--- config.mk ---
export PLATFORM = sky130hd
export DESIGN_NAME = qcd_decoder
export DESIGN_NICKNAME = d
export VERILOG_FILES = /design/src/rtl/qcd_pkg.sv /design/src/rtl/qcd_opc_lut.sv /design/src/rtl/qcd_page_regs.sv /design/src/rtl/qcd_addr_add.sv /design/src/rtl/qcd_decoder.sv
export SDC_FILE = /design/constraint.sdc
export NUM_CORES = 1
export LEC_CHECK = 0
export ABC_CLOCK_PERIOD_IN_PS = 5800
export BUFFER_PORTS_ARGS = -buffer_cell sky130_fd_sc_hd__buf_2
export CAP_MARGIN = 20
export CELL_PAD_IN_SITES_DETAIL_PLACEMENT = 0
export CELL_PAD_IN_SITES_GLOBAL_PLACEMENT = 1
export CORE_ASPECT_RATIO = 1.2
export CORE_MARGIN = 3
export CORE_UTILIZATION = 30
export DETAILED_ROUTE_END_ITERATION = 8
export PLACE_DENSITY = 0.72
export SYNTH_ARGS = -nofsm -noshare
export SYNTH_HDL_FRONTEND = slang
export SYNTH_SLANG_ARGS = --single-unit
--- constraint.sdc ---
create_clock -name clk -period 5.8 [get_ports clk]
set_input_delay 1.16 -clock clk [delete_from_list [all_inputs] [get_ports clk]]
set_output_delay 1.16 -clock clk [all_outputs]
set_load 0.02 [all_outputs]
--- src/rtl/qcd_pkg.sv ---
package qcd_pkg;

  localparam int WORD_W    = 64;
  localparam int OPC_W     = 12;
  localparam int CARG_W    = 16;
  localparam int GARG_W    = 32;
  localparam int REL_W     = 10;
  localparam int BASE_W    = 36;
  localparam int OPC_LSB   = WORD_W - OPC_W;
  localparam int CARG_LSB  = OPC_LSB - CARG_W;
  localparam int GARG_LSB  = OPC_LSB - GARG_W;
  localparam int REL0_LSB  = REL_W;
  localparam int REL1_LSB  = 0;

  typedef enum logic [1:0] {
    CLS_CTRL  = 2'd0,
    CLS_GATE1 = 2'd1,
    CLS_GATE2 = 2'd2
  } qcd_cls_e;

  localparam logic [OPC_W-1:0] OPC_SESSION = 12'h001;
  localparam logic [OPC_W-1:0] OPC_PAGE0   = 12'h002;
  localparam logic [OPC_W-1:0] OPC_PAGE1   = 12'h003;
  localparam logic [OPC_W-1:0] OPC_CLOSE   = 12'h004;
  localparam logic [OPC_W-1:0] OPC_SECTION = 12'h005;
  localparam logic [OPC_W-1:0] G1_FIRST    = 12'h100;
  localparam logic [OPC_W-1:0] G2_FIRST    = 12'h800;

endpackage

--- src/rtl/qcd_opc_lut.sv ---
module qcd_opc_lut
  import qcd_pkg::*;
#(
  parameter int NUM_G1 = 32,
  parameter int NUM_G2 = 8
) (
  input  logic [OPC_W-1:0] opc_i,
  output logic             legal_o,
  output qcd_cls_e         cls_o,
  output logic             ld_page0_o,
  output logic             ld_page1_o,
  output logic             clr_pages_o
);

  localparam int IDX_W = OPC_W - 1;

  logic [IDX_W-1:0] g2_idx;
  logic [OPC_W-1:0] g1_off;

  always_comb begin
    g2_idx      = opc_i[IDX_W-1:0];
    g1_off      = opc_i - G1_FIRST;
    legal_o     = 1'b0;
    cls_o       = CLS_CTRL;
    ld_page0_o  = 1'b0;
    ld_page1_o  = 1'b0;
    clr_pages_o = 1'b0;
    if (opc_i[OPC_W-1]) begin
      cls_o   = CLS_GATE2;
      legal_o = (32'(g2_idx) < NUM_G2);
    end else if (opc_i >= G1_FIRST) begin
      cls_o   = CLS_GATE1;
      legal_o = (32'(g1_off) < NUM_G1);
    end else begin
      cls_o = CLS_CTRL;
      unique case (opc_i)
        OPC_SESSION: begin legal_o = 1'b1; clr_pages_o = 1'b1; end
        OPC_PAGE0:   begin legal_o = 1'b1; ld_page0_o  = 1'b1; end
        OPC_PAGE1:   begin legal_o = 1'b1; ld_page1_o  = 1'b1; end
        OPC_CLOSE:   legal_o = 1'b1;
        OPC_SECTION: legal_o = 1'b1;
        default:     legal_o = 1'b0;
      endcase
    end
  end

  always_comb begin
    if (ld_page0_o || ld_page1_o || clr_pages_o)
      assert (legal_o && cls_o == CLS_CTRL && $onehot({ld_page0_o, ld_page1_o, clr_pages_o}))
        else $error("assert_page_ctrl_R5");
  end

endmodule

--- src/rtl/qcd_page_regs.sv ---
module qcd_page_regs
  import qcd_pkg::*;
(
  input  logic              clk,
  input  logic              rst_n,
  input  logic              en_i,
  input  logic              clr_i,
  input  logic              ld0_i,
  input  logic              ld1_i,
  input  logic [BASE_W-1:0] data_i,
  output logic [BASE_W-1:0] base0_o,
  output logic [BASE_W-1:0] base1_o
);

  logic [BASE_W-1:0] base0_q, base0_d;
  logic [BASE_W-1:0] base1_q, base1_d;

  always_comb begin
    base0_d = base0_q;
    base1_d = base1_q;
    if (en_i) begin
      if (clr_i) begin
        base0_d = '0;
        base1_d = '0;
      end else begin
        if (ld0_i) base0_d = data_i;
        if (ld1_i) base1_d = data_i;
      end
    end
  end

  always_ff @(posedge clk or negedge rst_n) begin
    if (!rst_n) begin
      base0_q <= '0;
      base1_q <= '0;
    end else if (en_i) begin
      base0_q <= base0_d;
      base1_q <= base1_d;
    end
  end

  assign base0_o = base0_q;
  assign base1_o = base1_q;

  assert_clear_R6: assert property (@(posedge clk) disable iff (!rst_n)
    en_i && clr_i |=> base0_q == '0 && base1_q == '0);

  assert_persist_R5: assert property (@(posedge clk) disable iff (!rst_n)
    !en_i |=> $stable(base0_q) && $stable(base1_q));

endmodule

--- src/rtl/qcd_addr_add.sv ---
module qcd_addr_add
  import qcd_pkg::*;
#(
  parameter int ABS_W = 46
) (
  input  logic [BASE_W-1:0] base_i,
  input  logic [REL_W-1:0]  rel_i,
  output logic [ABS_W-1:0]  abs_o,
  output logic              ovf_o
);

  localparam int SUM_W = ((BASE_W > REL_W) ? BASE_W : REL_W) + 1;
  localparam int EXT_W = (SUM_W > ABS_W) ? SUM_W : ABS_W;

  logic [EXT_W-1:0] sum;

  always_comb begin
    sum   = EXT_W'(base_i) + EXT_W'(rel_i);
    abs_o = sum[ABS_W-1:0];
    ovf_o = (sum >> ABS_W) != '0;
  end

endmodule

--- src/rtl/qcd_decoder.sv ---
module qcd_decoder
  import qcd_pkg::*;
#(
  parameter int NUM_G1 = 32,
  parameter int NUM_G2 = 8,
  parameter int ABS_W  = 46
) (
  input  logic              clk,
  input  logic              rst_n,
  input  logic              in_valid,
  output logic              in_ready,
  input  logic [63:0]       in_word,
  output logic              out_valid,
  input  logic              out_ready,
  output logic [1:0]        out_cls,
  output logic [11:0]       out_opc,
  output logic [31:0]       out_arg,
  output logic [ABS_W-1:0]  out_q0,
  output logic [ABS_W-1:0]  out_q1,
  output logic              err_opcode,
  output logic              err_range
);

  localparam int NSLOT = 2;

  // reset: asserted asynchronously, released on a clock edge
  logic [1:0] rst_pipe_q;
  logic       rst_s_n;

  always_ff @(posedge clk or negedge rst_n) begin
    if (!rst_n) rst_pipe_q <= 2'b00;
    else        rst_pipe_q <= {rst_pipe_q[0], 1'b1};
  end
  assign rst_s_n = rst_pipe_q[1];

  // field split
  logic [OPC_W-1:0]  opc;
  logic [CARG_W-1:0] carg;
  logic [GARG_W-1:0] garg;
  logic [BASE_W-1:0] base_fld;
  logic [REL_W-1:0]  rel [NSLOT];

  assign opc      = in_word[OPC_LSB +: OPC_W];
  assign carg     = in_word[CARG_LSB +: CARG_W];
  assign garg     = in_word[GARG_LSB +: GARG_W];
  assign base_fld = in_word[BASE_W-1:0];
  assign rel[0]   = in_word[REL0_LSB +: REL_W];
  assign rel[1]   = in_word[REL1_LSB +: REL_W];

  // lookup
  logic     legal, ld0, ld1, clr;
  qcd_cls_e cls;

  qcd_opc_lut #(.NUM_G1(NUM_G1), .NUM_G2(NUM_G2)) u_lut (
    .opc_i       (opc),
    .legal_o     (legal),
    .cls_o       (cls),
    .ld_page0_o  (ld0),
    .ld_page1_o  (ld1),
    .clr_pages_o (clr)
  );

  // handshake
  logic out_valid_q, out_valid_d;
  logic acc;

  assign in_ready = !out_valid_q || out_ready;
  assign acc      = in_valid && in_ready;

  // page bases
  logic [BASE_W-1:0] base [NSLOT];

  qcd_page_regs u_pages (
    .clk     (clk),
    .rst_n   (rst_s_n),
    .en_i    (acc && legal),
    .clr_i   (clr),
    .ld0_i   (ld0),
    .ld1_i   (ld1),
    .data_i  (base_fld),
    .base0_o (base[0]),
    .base1_o (base[1])
  );

  // per-slot address adders
  logic [ABS_W-1:0] abs_addr [NSLOT];
  logic             ovf      [NSLOT];

  for (genvar g = 0; g < NSLOT; g++) begin : g_slot
    qcd_addr_add #(.ABS_W(ABS_W)) u_add (
      .base_i (base[g]),
      .rel_i  (rel[g]),
      .abs_o  (abs_addr[g]),
      .ovf_o  (ovf[g])
    );
  end

  // next-state
  logic              ovf_any, emit;
  logic [1:0]        cls_d;
  logic [31:0]       arg_d;
  logic [ABS_W-1:0]  q0_d, q1_d;
  logic              err_opc_d, err_rng_d;

  always_comb begin
    ovf_any = 1'b0;
    cls_d   = cls;
    arg_d   = 32'(carg);
    q0_d    = '0;
    q1_d    = '0;
    unique case (cls)
      CLS_GATE1: begin
        ovf_any = ovf[0];
        arg_d   = garg;
        q0_d    = abs_addr[0];
      end
      CLS_GATE2: begin
        ovf_any = ovf[0] || ovf[1];
        arg_d   = garg;
        q0_d    = abs_addr[0];
        q1_d    = abs_addr[1];
      end
      default: ;
    endcase
    emit        = legal && !ovf_any;
    out_valid_d = acc ? emit : (out_valid_q && !out_ready);
    err_opc_d   = acc && !legal;
    err_rng_d   = acc && legal && ovf_any;
  end

  // registers
  logic [1:0]       cls_q;
  logic [OPC_W-1:0] opc_q;
  logic [31:0]      arg_q;
  logic [ABS_W-1:0] q0_q, q1_q;
  logic             err_opc_q, err_rng_q;
  logic             load_out;

  assign load_out = acc && emit;

  always_ff @(posedge clk or negedge rst_s_n) begin
    if (!rst_s_n) begin
      out_valid_q <= 1'b0;
      err_opc_q   <= 1'b0;
      err_rng_q   <= 1'b0;
    end else begin
      out_valid_q <= out_valid_d;
      err_opc_q   <= err_opc_d;
      err_rng_q   <= err_rng_d;
    end
  end

  always_ff @(posedge clk or negedge rst_s_n) begin
    if (!rst_s_n) begin
      cls_q <= '0;
      opc_q <= '0;
      arg_q <= '0;
      q0_q  <= '0;
      q1_q  <= '0;
    end else if (load_out) begin
      cls_q <= cls_d;
      opc_q <= opc;
      arg_q <= arg_d;
      q0_q  <= q0_d;
      q1_q  <= q1_d;
    end
  end

  assign out_valid  = out_valid_q;
  assign out_cls    = cls_q;
  assign out_opc    = opc_q;
  assign out_arg    = arg_q;
  assign out_q0     = q0_q;
  assign out_q1     = q1_q;
  assign err_opcode = err_opc_q;
  assign err_range  = err_rng_q;

  // checks
  assert_opc_drop_R8: assert property (@(posedge clk) disable iff (!rst_s_n)
    err_opcode |-> !out_valid);

  assert_no_overflow_R7: assert property (@(posedge clk) disable iff (!rst_s_n)
    err_range |-> !out_valid);

  assert_err_excl_R8: assert property (@(posedge clk) disable iff (!rst_s_n)
    $onehot0({err_opcode, err_range, out_valid}));

  assert_one_cycle_R9: assert property (@(posedge clk) disable iff (!rst_s_n)
    in_valid && in_ready |=> out_valid || err_opcode || err_range);

  assert_hold_R10: assert property (@(posedge clk) disable iff (!rst_s_n)
    out_valid && !out_ready |=> out_valid && $stable(out_cls) && $stable(out_opc)
      && $stable(out_arg) && $stable(out_q0) && $stable(out_q1));

  assert_stall_R10: assert property (@(posedge clk) disable iff (!rst_s_n)
    out_valid && !out_ready |-> !in_ready);

  assert_g1_q1_R3: assert property (@(posedge clk) disable iff (!rst_s_n)
    out_valid && out_cls == 2'd1 |-> out_q1 == '0 && !out_opc[OPC_W-1]);

  assert_ctrl_q_R2: assert property (@(posedge clk) disable iff (!rst_s_n)
    out_valid && out_cls == 2'd0 |-> out_q0 == '0 && out_q1 == '0 && out_arg[31:16] == '0);

endmodule

# Yosys cells after proc, flatten, opt, wreduce, memory -nomap -nowiden
# Cells that the tools add are included.
[word_totals]
regBits = 214
in_bits = 68
[op_classes]
order_cmp = 3
muxes = 22
n_eq_ne = 7
n_addsub = 3
reduce_logical = 14
[ops]
columns = ["cell", "count"]
rows = [
  ["36-bit 2-to-1 mux", 4],
  ["46-bit 2-to-1 mux", 2],
  ["36-bit by 10-bit adder with 37-bit output", 2],
  ["32-bit 2-to-1 mux", 1],
  ["12-bit by 2-bit == test with 1-bit output (second input constant)", 2],
  ["12-bit by 3-bit == test with 1-bit output (second input constant)", 2],
  ["1-bit 2-to-1 mux", 14],
  ["12-bit by 1-bit == test with 1-bit output (second input constant)", 1],
  ["12-bit by 9-bit >= comparator with 1-bit output (second input constant)", 1],
  ["12-bit by 6-bit less-than comparator with 1-bit output (second input constant)", 1],
  ["12-bit by 9-bit subtractor with 12-bit output (second input constant)", 1],
  ["11-bit by 4-bit less-than comparator with 1-bit output (second input constant)", 1],
  ["5-bit OR reduction", 1],
  ["1-bit logical AND", 4],
  ["2-bit AND reduction", 2],
  ["2-bit nonzero test", 2],
  ["1-bit zero test", 3],
  ["2-bit by 1-bit == test with 1-bit output (second input constant)", 1],
  ["2-bit == test (second input constant)", 1],
  ["2-bit 2-to-1 mux", 1],
  ["2-bit OR reduction", 1],
  ["1-bit logical OR", 1],
]

# Depth between registers and ports, before layout
[logic_depth]
depth_word = 7
mapped_depth = 10
depth_no_buf = 9

# Cells and area by module
# Synthesis repeated with hierarchy kept, for this count alone.
[unflattened]
hier_cells = 1318
hier_area_um2 = 12489.5
[by_module_without_submodules]
columns = ["mod", "instances", "seq_area_each_um2", "cells_each", "area_each_um2"]
rows = [
  ["qcd_decoder", 1, 3578.4, 604, 6058.3],
  ["qcd_page_regs", 1, 1801.7, 402, 4141.5],
  ["qcd_addr_add at g_slot[1].u_add", 1, 0.0, 157, 1113.6],
  ["qcd_addr_add at g_slot[0].u_add", 1, 0.0, 138, 1056.0],
  ["qcd_opc_lut", 1, 0.0, 17, 120.1],
]

# Worst setup path before layout
# Ideal clock, no wire load.
[synth_path]
kind = "input port to flip-flop"
from = "input in_word[0]"
to = "register q1_q[30] (netlist: out_q1[30])"
stages = 10
setup_slack_ns = 2.756
arrival_ns = 2.910
path_buffers = 1
setup_time_ns = 0.135
cell_sequence = "ha_1 > inv_1 > fa_1 > nand2b_1 > a21oi_1 > o2111ai_1 > buf_2 > a211oi_1 > xnor2_1 > o21ai_0"
[synth_between]
elab_chain_len = 2
[synth_rtl]
columns = ["element", "line_no", "text"]
rows = [
  ["start, declared", "qcd_decoder.sv:12", "input logic [63:0] in_word,"],
  ["36-bit by 10-bit adder with 37-bit output", "qcd_addr_add.sv:18", "sum = EXT_W'(base_i) + EXT_W'(rel_i);"],
  ["46-bit 2-to-1 mux", "qcd_decoder.sv:111", "unique case (cls)"],
  ["end signal, assigned", "qcd_decoder.sv:165", "q1_q <= q1_d;"],
  ["end, declared", "qcd_decoder.sv:135", "logic [ABS_W-1:0] q0_q, q1_q;"],
]
# Every way passes these cells.
# A chain may end at the register's enable or synchronous reset.

# Final worst setup path
[layout_path]
from = "input in_word[63]"
to = "register q1_q[1] (netlist: out_q1[1])"
[layout_between]
elab_chain_len = 6
word_cells_on_any_way = 17
[layout_rtl]
columns = ["element"]
rows = [
  ["parallel branches: the longest is 6 deep, another holds 12-bit by 9-bit subtractor with 12-bit output"],
]
# Parallel ways; which one is timed is not known.

==> results_dict.tcl <==
set metrics [dict create \
    port_buffers 190 \
    yosys.area.top_type "dfrtp_1" \
    run_status "finished, final reports clean" \
    die_h_um 202 \
    period_share_pct 57.2 \
    clk_latency_ns 0.44 \
    core_region_area_um2 31500 \
    worst_pin_slew_ns 0.977 \
    gp_congestion 0.805 \
    ys_async_sr_fraction_pct 100 \
    placed_cells 1595 \
    cp_max_fo 79 \
    netlist_area_um2 9630 \
    die_w_um 170 \
    drt_iter0_drc 539 \
    layout_setup_ws_ns 2.48 \
    finalSetupViolations 0 \
    grt_pass1_wl_um 46000 \
    io_pins 210 \
    grt_use_total_pct 17.2 \
    fin_hold_ws_ns 0.361 \
    antenna_found_initial 5 \
    drive_above_1_share_pct 21.4 \
    ys_warn_count 0 \
    rsz0062_at_grt "false" \
    synth_top_cell_area_share_pct 50.7 \
    min_period_ns 3.32 \
    cts_made_buffers 17 \
    initial_core_util_pct 30.5 \
    cp.arrival_ns 3.66 \
    synth.distinct_cells 57 \
    gr-total-overflow 0 \
    power_density_nw_per_um2 257 \
    htreeDepth 4 \
    ys.flop_type "dfrtp_1" \
    synth_seq_area_share_pct 50.7 \
    cpPeakStageDelay_ns 0.81 \
    clk_pin_slew_worst_paths_ns 0.07 \
    final_nets 1308 \
    drcViolationCount 0 \
    avgViaCountPerCell 4.87 \
    grt_start_max_net_pins 123 \
    dp_hpwl_um 21500 \
    hold_class "reg2reg" \
    grt_pass1_vias 7760 \
    syn_avg_cell_area_um2 9.13 \
    die-area_um2 34300 \
    ys_ff_latch 195 \
    peakVddDrop_uv 146 \
    cts_setup_buffers 0 \
    clock.fmax_ghz 0.301 \
    drt_wl_total_um 29300 \
    stdcell_count 1633 \
    dr.pass1.iters 4 \
    tns_ns 0 \
    cts_hold_buf 0 \
    start_kind "primary input" \
    wire_per_inst_um 17.9 \
    drv_slew 0 \
    mostFrequentLayoutCell "nand2_1" \
    hold_viol_final 0 \
    critPathSlowestCell "or3_4" \
    postSynthCellCount 1055 \
    skew_ns 0.0137 \
    crit_type "in2reg" \
    synth.area.top_cells "dfrtp_1 (51%), nand2_1 (12%), o21ai_0 (6.2%)" \
    power_leakage_nw 5.46 \
    synth_edf_count 0 \
    cp.required_ns 6.14 \
    ctsResizeCount 0 \
    cts.path.max_buffers 2 \
    core.rowCount 71 \
    cts_root_buf "clkbuf_16" \
    detail-route-antenna-nets 0 \
    clock-sinks 195 \
    maxCapViolCount 0 \
    vias 7949 \
    slew_headroom_pct 34.8 \
    dpl_worst_slack_ns 1.89 \
    final_cell_mix "nand2_1 (300), dfrtp_1 (194), buf_2 (190)" \
    path_cells "buf_2 -> clkinv_1 -> a21oi_1 -> or3_4 -> buf_4 -> nand2_1 -> o31ai_1" \
    cts_tree "built" \
    end_kind "register" \
    area_growth_pct 19.6 \
]
## stage by stage
stage | utilization [%] | total power [mW] | instance area, um2
after CTS | 36.3 | 2.99 | 11500
final | 36.5 | 2.96 | 11500
after global routing | 36.5 | 3.08 | 11500
after detailed placement | 34.4 | 1.78 | 10900
after floorplan | - | 1.65 | 9700
after global placement | 34.4 | 1.78 | 10900
## layer usage
metal / vias to the layer above / wire, um / share of wire (%) / global-route usage, %
met5: - / 56 / 0.19 / 0
met4: 8 / 771 / 2.6 / 5.76
met3: 42 / 1430 / 4.9 / 3.70
met2: 196 / 13900 / 48 / 27.3
met1: 3806 / 13100 / 45 / 23.2
li1: 3897 / - / - / -
## power by group
part	switching, mW	internal [mW]	leakage, nW
logic	0.206	0.0938	2.49
registers	0.0401	1.41	2.69
clock network	0.568	0.639	0.284
## registers in the layout, indices dropped and copies added, names as in the netlist
| name | count |
|---|---|
| err_opcode | 1 |
| u_pages.base0_o | 36 |
| out_q0 | 37 |
| out_opc | 11 |
| out_valid | 1 |
| out_q1 | 37 |
| out_cls | 2 |
| u_pages.base1_o | 36 |
| out_arg | 32 |
| rst_pipe_q | 2 |
## cell type report
cell class	count	area, um2
inverters	15	56.3
well taps	401	502
flip-flops and latches	195	4880
diodes	1	2.50
clock inverters	11	120
fillers	3259	20000
multi-input cells	785	4390
clock buffers	21	470
repair buffers	204	1100
## Yosys cell counts (6+ instances only)
cell type  number
o31ai_1        17
nand3_1        30
nor2_1         34
and3_1          6
inv_1          14
dfrtp_1       195
nor3_1          9
clkbuf_1       33
a31oi_1        18
o21ai_1        15
a2111oi_2       7
o21ai_0       120
nand2_1       302
xor2_1         11
a21oi_1        23
nand2b_1        6
buf_2          21
buf_4          21
a211oi_1       23
nand4_1        10
ha_1           20
xnor2_1        56
## cell families (layout without fill, tap and decap cells)
| kind of cell | count (synthesis) | after routing | synth area share (%) |
|---|---|---|---|
| flip-flops | 195 | 195 | 50.7 |
| AND/OR/NAND/NOR | 431 | 431 | 20.0 |
| other | 2 | 21 | 0.0780 |
| AO/OA/AOI/OAI | 245 | 245 | 15.5 |
| adder cells (fa/ha/maj) | 22 | 22 | 3.01 |
| XOR/XNOR | 67 | 67 | 6.09 |
| buffers and inverters | 93 | 251 | 4.71 |
## critical path: cells and delay by family
kind,cells,cell delay (ns)
AO/OA/AOI/OAI,2,0.45
AND/OR/NAND/NOR,2,0.90
buffers and inverters,3,1.07
## path summary, 6_finish.rpt
path	start	endpoint	slack [ns]	depth (start not counted)
max	in_word[63]	out_q1[1]	2.48	7
min	rst_pipe_q[0]	rst_pipe_q[1]	0.36	0
max reg2reg	u_pages.base0_o[6]	out_q0[32]	2.99	8
min reg2reg	rst_pipe_q[0]	rst_pipe_q[1]	0.36	0
max in group asynchronous	rst_pipe_q[1]	u_pages.base0_o[27]	4.06	1
min in group asynchronous	rst_pipe_q[1]	out_q1[0]	0.48	0
No activity file was read; power rests on OpenSTA's default activity.
